--- config.mk ---
export PLATFORM = sky130hd
export DESIGN_NAME = rst_release_seq
export DESIGN_NICKNAME = d
export VERILOG_FILES = /design/src/rtl/rst_seq_pkg.sv /design/src/rtl/rst_delay_timer.sv /design/src/rtl/rst_seq_fsm.sv /design/src/rtl/rst_lvd_irq.sv /design/src/rtl/rst_release_seq.sv
export SDC_FILE = /design/constraint.sdc
export NUM_CORES = 1
export LEC_CHECK = 0
export BUFFER_PORTS_ARGS = -buffer_cell sky130_fd_sc_hd__buf_4
export CAP_MARGIN = 10
export CORE_UTILIZATION = 60
export CTS_BUF_LIST = sky130_fd_sc_hd__clkbuf_8
export DETAILED_ROUTE_END_ITERATION = 10
export PLACE_DENSITY = 0.81
export SKIP_LAST_GASP = 1
export SLEW_MARGIN = 20
export SYNTH_ARGS = -nofsm -noshare
export SYNTH_HDL_FRONTEND = slang
export SYNTH_SLANG_ARGS = --single-unit
--- constraint.sdc ---
create_clock -name clk -period 4.5 [get_ports clk]
set_input_delay 1.35 -clock clk [delete_from_list [all_inputs] [get_ports clk]]
set_output_delay 1.35 -clock clk [all_outputs]
set_load 0.05 [all_outputs]
--- src/rtl/rst_seq_pkg.sv ---
package rst_seq_pkg;

  typedef enum logic [1:0] {
    ST_POR_WAIT = 2'd0,
    ST_LVD_WAIT = 2'd1,
    ST_RUN      = 2'd2
  } seq_state_e;

  typedef enum logic {
    CAUSE_POR = 1'b0,
    CAUSE_LVD = 1'b1
  } rst_cause_e;

  localparam logic [1:0] MODE_LVD_RESET = 2'b11;
  localparam logic [1:0] MODE_LVD_IRQ   = 2'b01;

endpackage

--- src/rtl/rst_delay_timer.sv ---
module rst_delay_timer #(
  parameter int CW = 8
) (
  input  logic          clk,
  input  logic          rst_n,
  input  logic          clr,
  input  logic          en,
  input  logic [CW-1:0] last,
  output logic          done
);

  logic [CW-1:0] cnt_q;
  logic [CW-1:0] cnt_d;

  always_comb begin
    cnt_d = cnt_q;
    if (clr) begin
      cnt_d = '0;
    end else if (en) begin
      cnt_d = cnt_q + 1'b1;
    end
  end

  always_ff @(posedge clk or negedge rst_n) begin
    if (!rst_n) begin
      cnt_q <= '0;
    end else begin
      cnt_q <= cnt_d;
    end
  end

  assign done = en && (cnt_q == last);

  // the count never passes the terminal value of the active delay
  p_cnt_bound_r6: assert property (@(posedge clk) disable iff (!rst_n)
    cnt_q <= last);

  // a clear request returns the counter to zero on the next edge
  p_clr_zero_r6: assert property (@(posedge clk) disable iff (!rst_n)
    clr |=> (cnt_q == '0));

endmodule

--- src/rtl/rst_seq_fsm.sv ---
module rst_seq_fsm
  import rst_seq_pkg::*;
(
  input  logic       clk,
  input  logic       rst_n,
  input  logic       por_ok,
  input  logic       lvd_ok,
  input  logic       lvd_rst_en,
  input  logic       tmr_done,
  output seq_state_e state_q,
  output rst_cause_e cause_q,
  output logic       tmr_clr,
  output logic       tmr_en
);

  seq_state_e state_d;
  rst_cause_e cause_d;

  always_comb begin
    state_d = state_q;
    cause_d = cause_q;
    if (!por_ok) begin
      state_d = ST_POR_WAIT;
      cause_d = CAUSE_POR;
    end else begin
      case (state_q)
        ST_POR_WAIT: begin
          if (tmr_done) begin
            state_d = lvd_rst_en ? ST_LVD_WAIT : ST_RUN;
          end
        end
        ST_LVD_WAIT: begin
          if (lvd_ok && tmr_done) begin
            state_d = ST_RUN;
          end
        end
        ST_RUN: begin
          if (lvd_rst_en && !lvd_ok) begin
            state_d = ST_LVD_WAIT;
            cause_d = CAUSE_LVD;
          end
        end
        default: begin
          state_d = ST_POR_WAIT;
          cause_d = CAUSE_POR;
        end
      endcase
    end
  end

  always_comb begin
    tmr_en  = (state_q != ST_RUN);
    tmr_clr = (state_d != state_q) || !por_ok ||
              ((state_q == ST_LVD_WAIT) && !lvd_ok);
  end

  always_ff @(posedge clk or negedge rst_n) begin
    if (!rst_n) begin
      state_q <= ST_POR_WAIT;
      cause_q <= CAUSE_POR;
    end else begin
      state_q <= state_d;
      cause_q <= cause_d;
    end
  end

  // the run state is entered only at the end of a timed delay
  p_run_after_done_r4: assert property (@(posedge clk) disable iff (!rst_n)
    (state_q == ST_RUN && $past(state_q) != ST_RUN) |-> $past(tmr_done));

  // a low-voltage cause is only recorded on entry from the run state
  p_cause_entry_r7: assert property (@(posedge clk) disable iff (!rst_n)
    $rose(cause_q == CAUSE_LVD) |-> $past(state_q) == ST_RUN);

endmodule

--- src/rtl/rst_lvd_irq.sv ---
module rst_lvd_irq (
  input  logic clk,
  input  logic rst_n,
  input  logic irq_en,
  input  logic running,
  input  logic lvd_ok,
  output logic irq
);

  logic lvd_q;
  logic irq_q;
  logic irq_d;

  always_comb begin
    irq_d = irq_en && running && lvd_q && !lvd_ok;
  end

  always_ff @(posedge clk or negedge rst_n) begin
    if (!rst_n) begin
      lvd_q <= 1'b1;
      irq_q <= 1'b0;
    end else begin
      lvd_q <= lvd_ok;
      irq_q <= irq_d;
    end
  end

  assign irq = irq_q;

  // the interrupt never lasts more than one cycle
  p_irq_single_r8: assert property (@(posedge clk) disable iff (!rst_n)
    irq |=> !irq);

endmodule

--- src/rtl/rst_release_seq.sv ---
module rst_release_seq
  import rst_seq_pkg::*;
#(
  parameter int POR_CYCLES = 1640,
  parameter int LVD_CYCLES = 51
) (
  input  logic       clk,
  input  logic       rst_n,
  input  logic       por_ok,
  input  logic       lvd_ok,
  input  logic [1:0] lvd_mode,
  output logic       rst_out,
  output logic       osc_en,
  output logic       lvd_irq,
  output logic       cause_lvd
);

  localparam int MAXC = (POR_CYCLES > LVD_CYCLES) ? POR_CYCLES : LVD_CYCLES;
  localparam int CW   = $clog2(MAXC + 1);
  localparam logic [CW-1:0] POR_LAST = CW'(POR_CYCLES - 1);
  localparam logic [CW-1:0] LVD_LAST = CW'(LVD_CYCLES - 1);

  seq_state_e    state_q;
  rst_cause_e    cause_q;
  logic          tmr_clr;
  logic          tmr_en;
  logic          tmr_done;
  logic [CW-1:0] tmr_last;
  logic          lvd_rst_en;
  logic          lvd_irq_en;

  always_comb begin
    lvd_rst_en = (lvd_mode == MODE_LVD_RESET);
    lvd_irq_en = (lvd_mode == MODE_LVD_IRQ);
    tmr_last   = (state_q == ST_LVD_WAIT) ? LVD_LAST : POR_LAST;
  end

  rst_delay_timer #(.CW(CW)) u_timer (
    .clk   (clk),
    .rst_n (rst_n),
    .clr   (tmr_clr),
    .en    (tmr_en),
    .last  (tmr_last),
    .done  (tmr_done)
  );

  rst_seq_fsm u_fsm (
    .clk        (clk),
    .rst_n      (rst_n),
    .por_ok     (por_ok),
    .lvd_ok     (lvd_ok),
    .lvd_rst_en (lvd_rst_en),
    .tmr_done   (tmr_done),
    .state_q    (state_q),
    .cause_q    (cause_q),
    .tmr_clr    (tmr_clr),
    .tmr_en     (tmr_en)
  );

  rst_lvd_irq u_irq (
    .clk     (clk),
    .rst_n   (rst_n),
    .irq_en  (lvd_irq_en),
    .running (state_q == ST_RUN),
    .lvd_ok  (lvd_ok),
    .irq     (lvd_irq)
  );

  // Assertion of reset follows a falling flag at once; release waits for the registered state.
  always_comb begin
    rst_out   = !por_ok || (lvd_rst_en && !lvd_ok) || (state_q != ST_RUN);
    osc_en    = !rst_out;
    cause_lvd = (cause_q == CAUSE_LVD);
  end

  // a low power flag keeps reset on into the next cycle
  p_por_hold_r1: assert property (@(posedge clk) disable iff (!rst_n)
    !por_ok |=> rst_out);

  // the oscillator only starts after a completed delay
  p_osc_start_r2: assert property (@(posedge clk) disable iff (!rst_n)
    $rose(osc_en) |-> $past(tmr_done));

  // release happens only with the power flag good on the releasing edge
  p_release_por_r3: assert property (@(posedge clk) disable iff (!rst_n)
    $fell(rst_out) |-> $past(por_ok));

  // a low-voltage drop in reset mode keeps reset on into the next cycle
  p_lvd_hold_r5: assert property (@(posedge clk) disable iff (!rst_n)
    (lvd_rst_en && !lvd_ok) |=> rst_out);

  // the recorded cause is frozen while running
  p_cause_stable_r7: assert property (@(posedge clk) disable iff (!rst_n)
    (!rst_out && $past(!rst_out)) |-> $stable(cause_lvd));

  // an interrupt pulse comes without a reset
  p_irq_no_reset_r8: assert property (@(posedge clk) disable iff (!rst_n)
    (lvd_irq && por_ok && !lvd_rst_en) |-> !rst_out);

  // with the detector ignored, a running chip stays out of reset while power holds
  p_ignore_r9: assert property (@(posedge clk) disable iff (!rst_n)
    (!lvd_rst_en && por_ok && $past(por_ok) && $past(!rst_out)) |-> !rst_out);

endmodule

## After elaboration in Yosys (flattened, before gate mapping)

Cells that the tools add are included.

- Eq/ne operators: 9
- Multiplexer cells: 12
- Add/subtract/negate cells: 1
- Reductions and logical operators: 18

Operators by type and width:

| cell | count |
|---|---|
| $mux W11 | 3 |
| $add A11 B1 Y11 const B | 1 |
| $eq A11 B11 Y1 | 1 |
| $mux W2 | 5 |
| $logic_and A1 B1 Y1 | 7 |
| $pmux W2 S3 | 1 |
| $eq A2 B1 Y1 const B | 2 |
| $eq A2 B2 Y1 const B | 2 |
| $logic_or A1 B1 Y1 | 4 |
| $ne A2 B2 Y1 const B | 2 |
| $logic_not A1 Y1 | 3 |
| $ne A3 B3 Y1 const B | 1 |
| $logic_not A2 Y1 | 1 |
| $mux W1 | 2 |
| $ne A2 B2 Y1 | 1 |
| $pmux W1 S2 | 1 |
| $reduce_and A2 Y1 | 1 |
| $reduce_bool A2 Y1 | 1 |
| $reduce_or A2 Y1 | 1 |

- Output and inout bits: 4
- Word-level logic and storage cells: 45
- Register bits: 16

## Depth between registers and ports, before layout

- Depth in word-level cells: 12
- Mapped depth: 6
- Mapped depth without buffers: 5

## By module

Synthesis repeated with hierarchy kept, for this count alone.

- Cell total of the unflattened synthesis: 104
- Area total of the unflattened synthesis: 987.2 µm²

Modules (own cells, without submodules):

| module | cells an instance | area an instance (µm²) | seq. area each (µm²) | times used |
|---|---|---|---|---|
| rst_delay_timer | 69 | 678.2 | 275.3 | 1 |
| rst_seq_fsm | 22 | 190.2 | 75.1 | 1 |
| rst_lvd_irq | 3 | 61.3 | 51.3 | 1 |
| rst_release_seq | 10 | 57.6 | 0.0 | 1 |

## Least setup slack after synthesis

No wires, ideal clock.

- Path type: in2out
- Start: input lvd_mode[1]
- End: output osc_en
- Cell stages on the path: 4
- Slack: 0.640 ns
- Data arrival time: 2.510 ns
- Path buffers: 0
- Cells stage by stage: and2_1 nand2b_1 nand3_1 inv_1

- Longest elaborated chain between the ends: 5

RTL lines:

| item | RTL line | RTL |
|---|---|---|
| from (decl) | rst_release_seq.sv:11 | `input logic [1:0] lvd_mode,` |
| $eq A2 B2 Y1 | rst_release_seq.sv:33 | `lvd_rst_en = (lvd_mode == MODE_LVD_RESET);` |
| $logic_and A1 B1 Y1 | rst_release_seq.sv:71 | `rst_out = !por_ok \|\| (lvd_rst_en && !lvd_ok) \|\| (state_q != ST_RUN);` |
| $logic_or A1 B1 Y1 (2 in a row) | rst_release_seq.sv:71 |  |
| net rst_out | rst_release_seq.sv:12 | `output logic rst_out,` |
| $logic_not A1 Y1 | rst_release_seq.sv:72 | `osc_en = !rst_out;` |
| to (decl) | rst_release_seq.sv:13 | `output logic osc_en,` |

The timed path passes the listed nets, and every way through them passes these cells.

## Final worst setup path

- Start: input lvd_mode[1]
- End: output osc_en

- Longest elaborated chain between the ends: 5

RTL lines:

| item | RTL line |
|---|---|
| $eq A2 B2 Y1 | rst_release_seq.sv:33 |
| $logic_and A1 B1 Y1 | rst_release_seq.sv:71 |
| $logic_or A1 B1 Y1 (2 in a row) | rst_release_seq.sv:71 |
| $logic_not A1 Y1 | rst_release_seq.sv:72 |

Every way passes these cells.

==> results_dict.tcl <==
set metrics [dict create \
    status "finished clean" \
    hold_viol_final 0 \
    end_kind "primary output" \
    critical_path_class "primary input to primary output" \
    crit_required_ns 3.15 \
    yosys.area_share.simple 0.3482 \
    drt-initial-drc-count 24 \
    grt_pass1_wl_mm 3.208 \
    cts-htree-levels 1 \
    finalInstanceArea_um2 1090 \
    max_freq_ghz 0.2880 \
    drc 0 \
    slew_viol_final 0 \
    tightest_slew_ns 0.3678 \
    finalNonFillerCells 118 \
    vias 738 \
    numCtsBuffers 3 \
    cts_setup_buffers 0 \
    avgRoutedWirePerCell_um 16.22 \
    initial_core_util 0.6461 \
    core_um2 1524 \
    worstPathMaxFanout 3 \
    die_height_um 42.51 \
    drv_cap 0 \
    grt_remaining_overflow 0 \
    die_w_um 42.51 \
    synth_area_leaders "dfrtp_1 (38%), xnor2_1 (7.1%), nor2_1 (4.2%)" \
    period_share 0.7716 \
    cts_resized 0 \
    cts_tree "yes" \
    portBuffers 9 \
    p_leak_nw 0.4841 \
    postPlaceCellArea_um2 1035 \
    syn_avg_cell_area_um2 10.59 \
    drtAntennaViolNets 0 \
    clkTransAtPathRegs_ns 0.06 \
    syn_nets 100 \
    ys_seq_area_frac 0.4079 \
    finalSetupViolCount 0 \
    synthXorXnorAreaFrac 0.08005 \
    synth-edff-count 0 \
    hold_class "flip-flop to flip-flop" \
    synth-compound-area-share 0.08259 \
    ios 10 \
    min_period_ns 3.472 \
    fin_util 0.7151 \
    grt_pass1_vias 680 \
    hpwl_mm 1.298 \
    placementRows 14 \
    start_kind "primary input" \
    yosysTopAreaCell "dfrtp_1" \
    yosysMostFrequentCell "dfrtp_1" \
    hold_buffers 0 \
    setup_tns_ns 0 \
    syn_to_final_growth_pct 10.67 \
    ys_warn_count 0 \
    muxShareOfSynthArea 0.02287 \
    finalWirelength_mm 1.914 \
    track_usage 0.2362 \
    worst_slew_margin_rel 0.7548 \
    worst_hold_slack_ns 0.5179 \
    yosysUniqueCellTypes 38 \
    cts.sinks 16 \
    drive_gt1_frac 0.2451 \
    insertion_delay_ns 0.25 \
    power_density_nw_per_um2 273.5 \
    rsz0062_at_grt "false" \
    post-synth-top-area-fraction 0.3812 \
    synthAdderAreaFrac 0.01271 \
    synth_common_cells "dfrtp_1 (15), nor2_1 (11), xnor2_1 (8), nand2_1 (7), nand3_1 (6)" \
    antenna_found_initial 0 \
    synth_area_um2 984.7 \
    synth_top_family_by_area "simple AND/OR/NAND/NOR gates" \
    peakVddDrop_v 0.0002172 \
    syn_inst 93 \
    r2r_slack_ns 2.90 \
    globalplace.congestion 0.8329 \
    num-nets-final 110 \
    drt_first_pass_iters 4 \
    dieArea_um2 1807 \
    avgViaCountPerCell 6.254 \
    synth_flop_cell "dfrtp_1" \
    crit_arrival_ns 2.12 \
    finalClockSkew_ns 0.0006368 \
    dpl.cell_count 114 \
    grt_max_degree 17 \
    cts_buffer_depth 2 \
    synth_seq_cells 16 \
    synthArstFlopShare 1.000 \
    antenna_cells 0 \
    root_buffer "clkbuf_8" \
]
## report_power, final
part	internal (mW)	switching, mW	leakage [nW]
registers	0.147	0.00425	0.218
clock network	0.0776	0.0484	0.0288
logic	0.00966	0.0112	0.238
total	0.234	0.0639	0.484
## final timing paths
kind / startpoint / endpoint / cells past startpoint
max in group asynchronous: rst_n / u_irq.lvd_q / 1
setup / recovery: lvd_mode[1] / osc_en / 6
min in group asynchronous: rst_n / u_irq.irq / 1
hold / removal: u_irq.lvd_q / u_irq.irq / 2
hold reg to reg: u_irq.lvd_q / u_irq.irq / 2
setup reg to reg: u_timer.cnt_q[0] / u_timer.cnt_q[10] / 5
## worst max-delay path, stage by stage
cell	delay, ns
buf_4	0.11
and2_1	0.18
nand2b_1	0.08
nand3_1	0.10
inv_1	0.09
buf_4	0.19
## final cells by class
type	instances	area, um2
well taps	16	20.02
flip-flops and latches	16	401.6
inverters	2	7.507
fillers	105	434.2
clock buffers	4	55.05
repair buffers	9	67.56
multi-input cells	71	538.0
## cell usage in the layout (no fill, tap or decap), types with 2 or more instances in the layout
cell,count
nor2_1,11
nand2b_1,2
buf_4,9
xnor2_1,8
dfrtp_1,15
nand4_1,3
nand3_1,6
mux2_2,2
a21oi_1,3
nor3_1,2
clkbuf_8,4
inv_1,2
and3_1,2
nand2_1,7
nor4_1,3
## kinds of logic (layout without fill, tap and decap cells)
logic type | Yosys count | in the layout
AND/OR/NAND/NOR | 50 | 50
XOR/XNOR | 9 | 9
buffers and inverters | 6 | 15
multiplexers | 2 | 2
flip-flops | 16 | 16
AO/OA/AOI/OAI | 9 | 9
adder cells (fa/ha/maj) | 1 | 1
## flip-flops by register name (all words and copies together) (netlist names)
register	cells
u_fsm.cause_q	1
u_timer.cnt_q	11
u_fsm.state_q	2
u_irq.lvd_q	1
u_irq.irq	1
## layer usage
metal	part of all wire	global-route usage	up-vias
met2	0.45	0.3385	16
met1	0.51	0.3603	368
met5	0	0	-
li1	-	-	352
met4	0.0099	0.07500	0
met3	0.029	0.04310	2
## through the flow
step                      worst slack [ns]  power [mW]
after floorplan                     0.6401      0.1640
after global placement               1.094      0.1735
after detailed placement             1.062      0.1744
after CTS                            1.043      0.2988
after global routing                0.9645      0.3072
final                                1.028      0.2981
Note: power is estimated with default switching activity, not from simulation.
